==> config.mk <==
export PLATFORM = sky130hd
export DESIGN_NAME = npc_unit
export DESIGN_NICKNAME = d
export VERILOG_FILES = /design/src/rtl/npc_pkg.sv /design/src/rtl/npc_decode.sv /design/src/rtl/npc_cond.sv /design/src/rtl/npc_target.sv /design/src/rtl/npc_unit.sv
export SDC_FILE = /design/constraint.sdc
export NUM_CORES = 1
export LEC_CHECK = 0
export ABC_CLOCK_PERIOD_IN_PS = 6600
export BUFFER_PORTS_ARGS = -buffer_cell sky130_fd_sc_hd__buf_2
export CORE_AREA = 10 10 111 113
export CTS_CLUSTER_DIAMETER = 150
export DETAILED_ROUTE_END_ITERATION = 10
export DIE_AREA = 0 0 121 123
export PLACE_DENSITY = 0.87
export SYNTH_ARGS = -nofsm -noshare
export SYNTH_HDL_FRONTEND = slang
export SYNTH_SLANG_ARGS = --single-unit
==> constraint.sdc <==
create_clock -name clk -period 6.6 [get_ports clk]
set_input_delay 0.66 -clock clk [delete_from_list [all_inputs] [get_ports clk]]
set_output_delay 0.66 -clock clk [all_outputs]
set_load 0.005 [all_outputs]
==> src/rtl/npc_pkg.sv <==
package npc_pkg;

  typedef enum logic [1:0] {
    FL_SEQ = 2'd0,
    FL_ABS = 2'd1,
    FL_REL = 2'd2,
    FL_REG = 2'd3
  } flow_e;

  localparam logic [5:0] OP_CALL = 6'h00;
  localparam logic [5:0] OP_JMPI = 6'h01;
  localparam logic [5:0] OP_EXT  = 6'h3a;

  localparam logic [5:0] XO_ERET   = 6'h01;
  localparam logic [5:0] XO_RET    = 6'h05;
  localparam logic [5:0] XO_BRET   = 6'h09;
  localparam logic [5:0] XO_JMP    = 6'h0d;
  localparam logic [5:0] XO_NEXTPC = 6'h1c;
  localparam logic [5:0] XO_CALLR  = 6'h1d;

  // Branch condition: opcode bits [5:3] of an opcode ending in 3'b110
  localparam logic [2:0] CC_ALWAYS = 3'd0;
  localparam logic [2:0] CC_GE     = 3'd1;
  localparam logic [2:0] CC_LT     = 3'd2;
  localparam logic [2:0] CC_NE     = 3'd3;
  localparam logic [2:0] CC_EQ     = 3'd4;
  localparam logic [2:0] CC_GEU    = 3'd5;
  localparam logic [2:0] CC_LTU    = 3'd6;

  localparam logic [4:0] LINK_DEFAULT = 5'd31;

endpackage

==> src/rtl/npc_decode.sv <==
module npc_decode
  import npc_pkg::*;
(
  input  logic [5:0] op,
  input  logic [5:0] opx,
  output flow_e      flow,
  output logic [2:0] cond,
  output logic       link_en,
  output logic       link_to_c
);

  always_comb begin
    flow      = FL_SEQ;
    cond      = CC_ALWAYS;
    link_en   = 1'b0;
    link_to_c = 1'b0;
    unique case (op)
      OP_CALL: begin
        flow    = FL_ABS;
        link_en = 1'b1;
      end
      OP_JMPI: flow = FL_ABS;
      OP_EXT: begin
        unique case (opx)
          XO_ERET, XO_RET, XO_BRET, XO_JMP: flow = FL_REG;
          XO_CALLR: begin
            flow      = FL_REG;
            link_en   = 1'b1;
            link_to_c = 1'b1;
          end
          XO_NEXTPC: begin
            link_en   = 1'b1;
            link_to_c = 1'b1;
          end
          default: flow = FL_SEQ;
        endcase
      end
      default: begin
        if (op[2:0] == 3'b110 && op[5:3] != 3'b111) begin
          flow = FL_REL;
          cond = op[5:3];
        end
      end
    endcase
  end

endmodule

==> src/rtl/npc_cond.sv <==
module npc_cond
  import npc_pkg::*;
#(
  parameter int W = 32
) (
  input  logic [W-1:0] a,
  input  logic [W-1:0] b,
  input  logic [2:0]   cond,
  output logic         taken
);

  logic s_lt;
  logic u_lt;
  logic eq;

  assign s_lt = $signed(a) < $signed(b);
  assign u_lt = a < b;
  assign eq   = a == b;

  always_comb begin
    unique case (cond)
      CC_ALWAYS: taken = 1'b1;
      CC_GE:     taken = !s_lt;
      CC_LT:     taken = s_lt;
      CC_NE:     taken = !eq;
      CC_EQ:     taken = eq;
      CC_GEU:    taken = !u_lt;
      CC_LTU:    taken = u_lt;
      default:   taken = 1'b0;
    endcase
  end

endmodule

==> src/rtl/npc_target.sv <==
module npc_target
  import npc_pkg::*;
#(
  parameter int W     = 32,
  parameter int IMM_W = 16,
  parameter int IDX_W = 26
) (
  input  logic [W-1:0]     pc,
  input  logic [IDX_W-1:0] idx,
  input  logic [W-1:0]     reg_tgt,
  input  flow_e            flow,
  input  logic             taken,
  output logic [W-1:0]     pc_seq,
  output logic [W-1:0]     npc
);

  localparam int HI_W  = W - IDX_W - 2;
  localparam int EXT_W = W - IMM_W;

  logic [IMM_W-1:0] imm;
  logic [W-1:0]     rel_tgt;
  logic [W-1:0]     abs_tgt;

  assign imm     = idx[IMM_W-1:0];
  assign pc_seq  = pc + W'(4);
  assign rel_tgt = pc_seq + {{EXT_W{imm[IMM_W-1]}}, imm};
  assign abs_tgt = {pc[W-1 -: HI_W], idx, 2'b00};

  always_comb begin
    unique case (flow)
      FL_ABS:  npc = abs_tgt;
      FL_REL:  npc = taken ? rel_tgt : pc_seq;
      FL_REG:  npc = reg_tgt;
      default: npc = pc_seq;
    endcase
  end

endmodule

==> src/rtl/npc_unit.sv <==
module npc_unit
  import npc_pkg::*;
#(
  parameter int          W        = 32,
  parameter int          RIDX_W   = 5,
  parameter logic [31:0] RESET_PC = 32'h0000_0000
) (
  input  logic              clk,
  input  logic              rst_n,
  input  logic              step_en,
  input  logic [31:0]       instr,
  input  logic [W-1:0]      opnd_a,
  input  logic [W-1:0]      opnd_b,
  output logic [W-1:0]      pc_q,
  output logic [W-1:0]      npc,
  output logic              link_we,
  output logic [RIDX_W-1:0] link_idx,
  output logic [W-1:0]      link_val
);

  localparam int NSRC  = 2;
  localparam int IDX_W = 26;

  // Reset: asynchronous assert, synchronous release
  logic [1:0] rst_sync;
  logic       rst_int_n;

  always_ff @(posedge clk or negedge rst_n) begin
    if (!rst_n) rst_sync <= 2'b00;
    else        rst_sync <= {rst_sync[0], 1'b1};
  end
  assign rst_int_n = rst_sync[1];

  // Source operands with register-zero masking
  logic [RIDX_W-1:0] src_idx [NSRC];
  logic [W-1:0]      src_raw [NSRC];
  logic [W-1:0]      src_val [NSRC];

  assign src_idx[0] = instr[31:27];
  assign src_idx[1] = instr[26:22];
  assign src_raw[0] = opnd_a;
  assign src_raw[1] = opnd_b;

  for (genvar g = 0; g < NSRC; g++) begin : g_src
    assign src_val[g] = (src_idx[g] == '0) ? '0 : src_raw[g];
  end

  // Decode, compare, target
  flow_e      flow;
  logic [2:0] cond;
  logic       link_en;
  logic       link_to_c;
  logic       taken;
  logic [W-1:0] pc_seq;

  npc_decode u_dec (
    .op        (instr[5:0]),
    .opx       (instr[16:11]),
    .flow      (flow),
    .cond      (cond),
    .link_en   (link_en),
    .link_to_c (link_to_c)
  );

  npc_cond #(.W(W)) u_cond (
    .a     (src_val[0]),
    .b     (src_val[1]),
    .cond  (cond),
    .taken (taken)
  );

  npc_target #(.W(W), .IMM_W(16), .IDX_W(IDX_W)) u_tgt (
    .pc      (pc_q),
    .idx     (instr[31:6]),
    .reg_tgt (src_val[0]),
    .flow    (flow),
    .taken   (taken),
    .pc_seq  (pc_seq),
    .npc     (npc)
  );

  // Link write
  assign link_idx = link_to_c ? instr[21:17] : LINK_DEFAULT;
  assign link_we  = link_en && (link_idx != '0);
  assign link_val = pc_seq;

  // PC register: next-state then register
  logic [W-1:0] pc_d;

  always_comb begin
    pc_d = pc_q;
    if (step_en) pc_d = npc;
  end

  always_ff @(posedge clk or negedge rst_int_n) begin
    if (!rst_int_n) pc_q <= RESET_PC[W-1:0];
    else            pc_q <= pc_d;
  end

endmodule

==> impl_metrics.toml <==
[synth]
synth.avg_cell_area_um2 = 7.90
synth_cells = 697
synth_edf_count = 0
ys.flop_type = "dfrtp_1"
synth_seq_cells = 34
ys_seq_area_share_pct = 15.5
synthArstFlopShare_pct = 100
yosysUniqueCellTypes = 69
syn_nets = 861
synth_area_um2 = 5510
ys_warn_count = 0

[detailed_routing]
wl_met1_um = 7980
postRouteAntennaNets = 0
firstDrtPassIters = 5
drtIter0Drc = 801
wl_um = 20600
wl_met2_um = 9760
vias = 6404
drcViolationCount = 0
top_layer = "met4"
wl_met3_um = 2230
routed_via_density = 6.30
wire_per_inst_um = 20.3

[layout]
instances_no_fill = 1016
diodes = 0
nets = 1045
syn_to_final_growth_pct = 21.2
mostFrequentLayoutCells = "200 x buf_2, 68 x nand2_1, 64 x ha_1"
final_common_cell = "buf_2"
drive_above_1_share_pct = 28.4

[clock_tree]
hold_buffers = 0
h-tree-depth = 2
clk_latency_ns = 0.30
cts_resized = 0
cts-buffers-inserted = 5
cts_tree = "yes"
post-cts-setup-buffer-count = 0
clockRootBuffer = "clkbuf_8"
cts.sinks = 34
cts.clk_slew.worst_paths_ns = 0.06
clk_path_buf_depth = 2

[floorplanning]
num_io_pins = 201
dieHeight_um = 123
dieArea_um2 = 14900
initial_core_util_pct = 54.3
fp-row-count = 37
die_w_um = 121
core_area_um2 = 10100

[grt]
grt_pass1_wl_um = 32000
grt_pass1_vias = 6126
grt_overflow = 0
antenna_found_initial = 0
grt_use_total_pct = 26.2
grt_max_degree = 40

[critical_path]
worstPathMaxFanout = 30
crit_chain = "buf_2, nor3_1, nand2_1, and2_1, ha_1, a21oi_1, o21ai_1, a2111oi_2, o21ai_1, nor4_1, mux2i_1, a21oi_2, buf_4, nor2_1, a2bb2oi_1, buf_2"
path_buf_inv = 3
crit_family = "simple AND/OR/NAND/NOR gates"
crit_type = "input pin to primary output"
start_kind = "input pin"
critPathSlowestCell = "nor2_1"
cpPeakStageDelay_ns = 0.79
worst_setup_path_end_kind = "primary output"
worstPathArrival_ns = 5.19
required_ns = 5.94

[sta]
fmax_mhz = 171
timing.final.ws_setup_ns = 0.750
final-max-slew-violation-count = 0
fin_crit_ns = 5.85
clock_skew_ns = 0.00939
setup-tns-final_ns = 0
fin_crit_sh_pct = 88.6
slew_headroom_pct = 31.6
tightest_slew_ns = 1.02
rsz0062_at_grt = "false"
setup_viol = 0
hold_viol = 0

[placement]
portBuffers = 200
dp_cells = 1010
gp_routability_congestion = 1.03
place_hpwl_um = 16800
pre_cts_ws_ns = 0.940

[power_and_ir_drop]
power_leakage_nw = 3.31
power_density_nw_per_um2 = 343
irDropWorstVdd_v = 0.000141

[job]
maxCapViolCount = 0

[hold_path]
hp-class = "input pin to asynchronous set/reset pin"

[status]
status = "finished, final reports clean"
## per-layer routing
metal | GRT usage, % | up-vias
met1 | 31.7 | 2973
met2 | 44.7 | 389
li1 | - | 2987
met3 | 5.79 | 55
met5 | 0 | -
met4 | 9.28 | 0
## per-stage QoR
step / power (mW) / hold slack (ns) / util (%) / area, um^2
after CTS: 2.26 / 0.145 / 65.8 / 6670
after global routing: 2.47 / 0.145 / 65.8 / 6670
final: 2.29 / 0.141 / 65.8 / 6670
after global placement: 2.07 / 0.291 / 65.0 / 6590
after floorplan: 1.52 / 0.331 / - / 5510
after detailed placement: 2.09 / 0.293 / 65.0 / 6590
## registers in the layout, indices dropped and copies added (netlist names)
signal and count:
pc_q 32, rst_sync 2
## kinds of logic (layout without fill, tap and decap cells)
group / Yosys count / count (layout) / share of synthesized area, %
compound gates: 193 / 193 / 26.3
fa+ha+maj: 65 / 65 / 14.9
simple gates: 265 / 265 / 24.2
mux: 32 / 32 / 6.36
flops: 34 / 34 / 15.5
buf+inv: 55 / 238 / 4.48
other cells: 1 / 1 / 0.0681
xor+xnor: 52 / 52 / 8.27
## final cells by class
cell class | instances | area [um^2]
Inverter | 23 | 86.3
Fill cell | 882 | 3470
Tap cell | 136 | 170
Clock buffer | 6 | 82.6
Multi-Input combinational cell | 608 | 4410
Sequential cell | 34 | 851
Timing Repair Buffer | 209 | 1070
## where the power goes
part	internal, mW	total [mW]	switching, mW	leakage [nW]
logic	0.797	1.71	0.910	2.86
clock network	0.0806	0.164	0.0829	0.0431
registers	0.293	0.416	0.123	0.410
## synth_stat cells (all sizes together) (4+ instances only)
cell    number  area (um^2)
a211oi       8         60.1
a21o        17          128
a21oi       39          199
a221o       24          240
a22o        20          175
a22oi        5         37.5
a31oi        7         43.8
and2        35          219
and3        15         93.8
buf          8         70.1
clkbuf      24         90.1
dfrtp       34          851
ha          64          801
inv         23         86.3
mux2        24          270
mux2i        8         80.1
nand2       69          262
nand2b      15         93.8
nand3       19          100
nand4       12         75.1
nor2        62          235
nor2b        4         25.0
nor3        16         80.1
nor4         4         40.0
o211ai       8         60.1
o21a         4         30.0
o21ai       21          105
o21bai       6         45.0
o22ai        4         25.0
xnor2       35          307
xor2        17          149
## final timing paths
check | start | endpoint | slack, ns | depth (start not counted)
max | instr[27] | npc[20] | 0.75 | 16
min | rst_n | rst_sync[0]$_DFF_PN0_ | 0.14 | 1
max reg2reg | pc_q[5]$_DFFE_PN0P_ | pc_q[25]$_DFFE_PN0P_ | 1.81 | 16
min reg2reg | rst_sync[1]$_DFF_PN0_ | pc_q[5]$_DFFE_PN0P_ | 0.27 | 1
max in group asynchronous | rst_sync[1]$_DFF_PN0_ | pc_q[17]$_DFFE_PN0P_ | 6.01 | 1
min in group clk | rst_sync[0]$_DFF_PN0_ | rst_sync[1]$_DFF_PN0_ | 0.35 | 0
No activity file was read; power rests on OpenSTA's default activity.
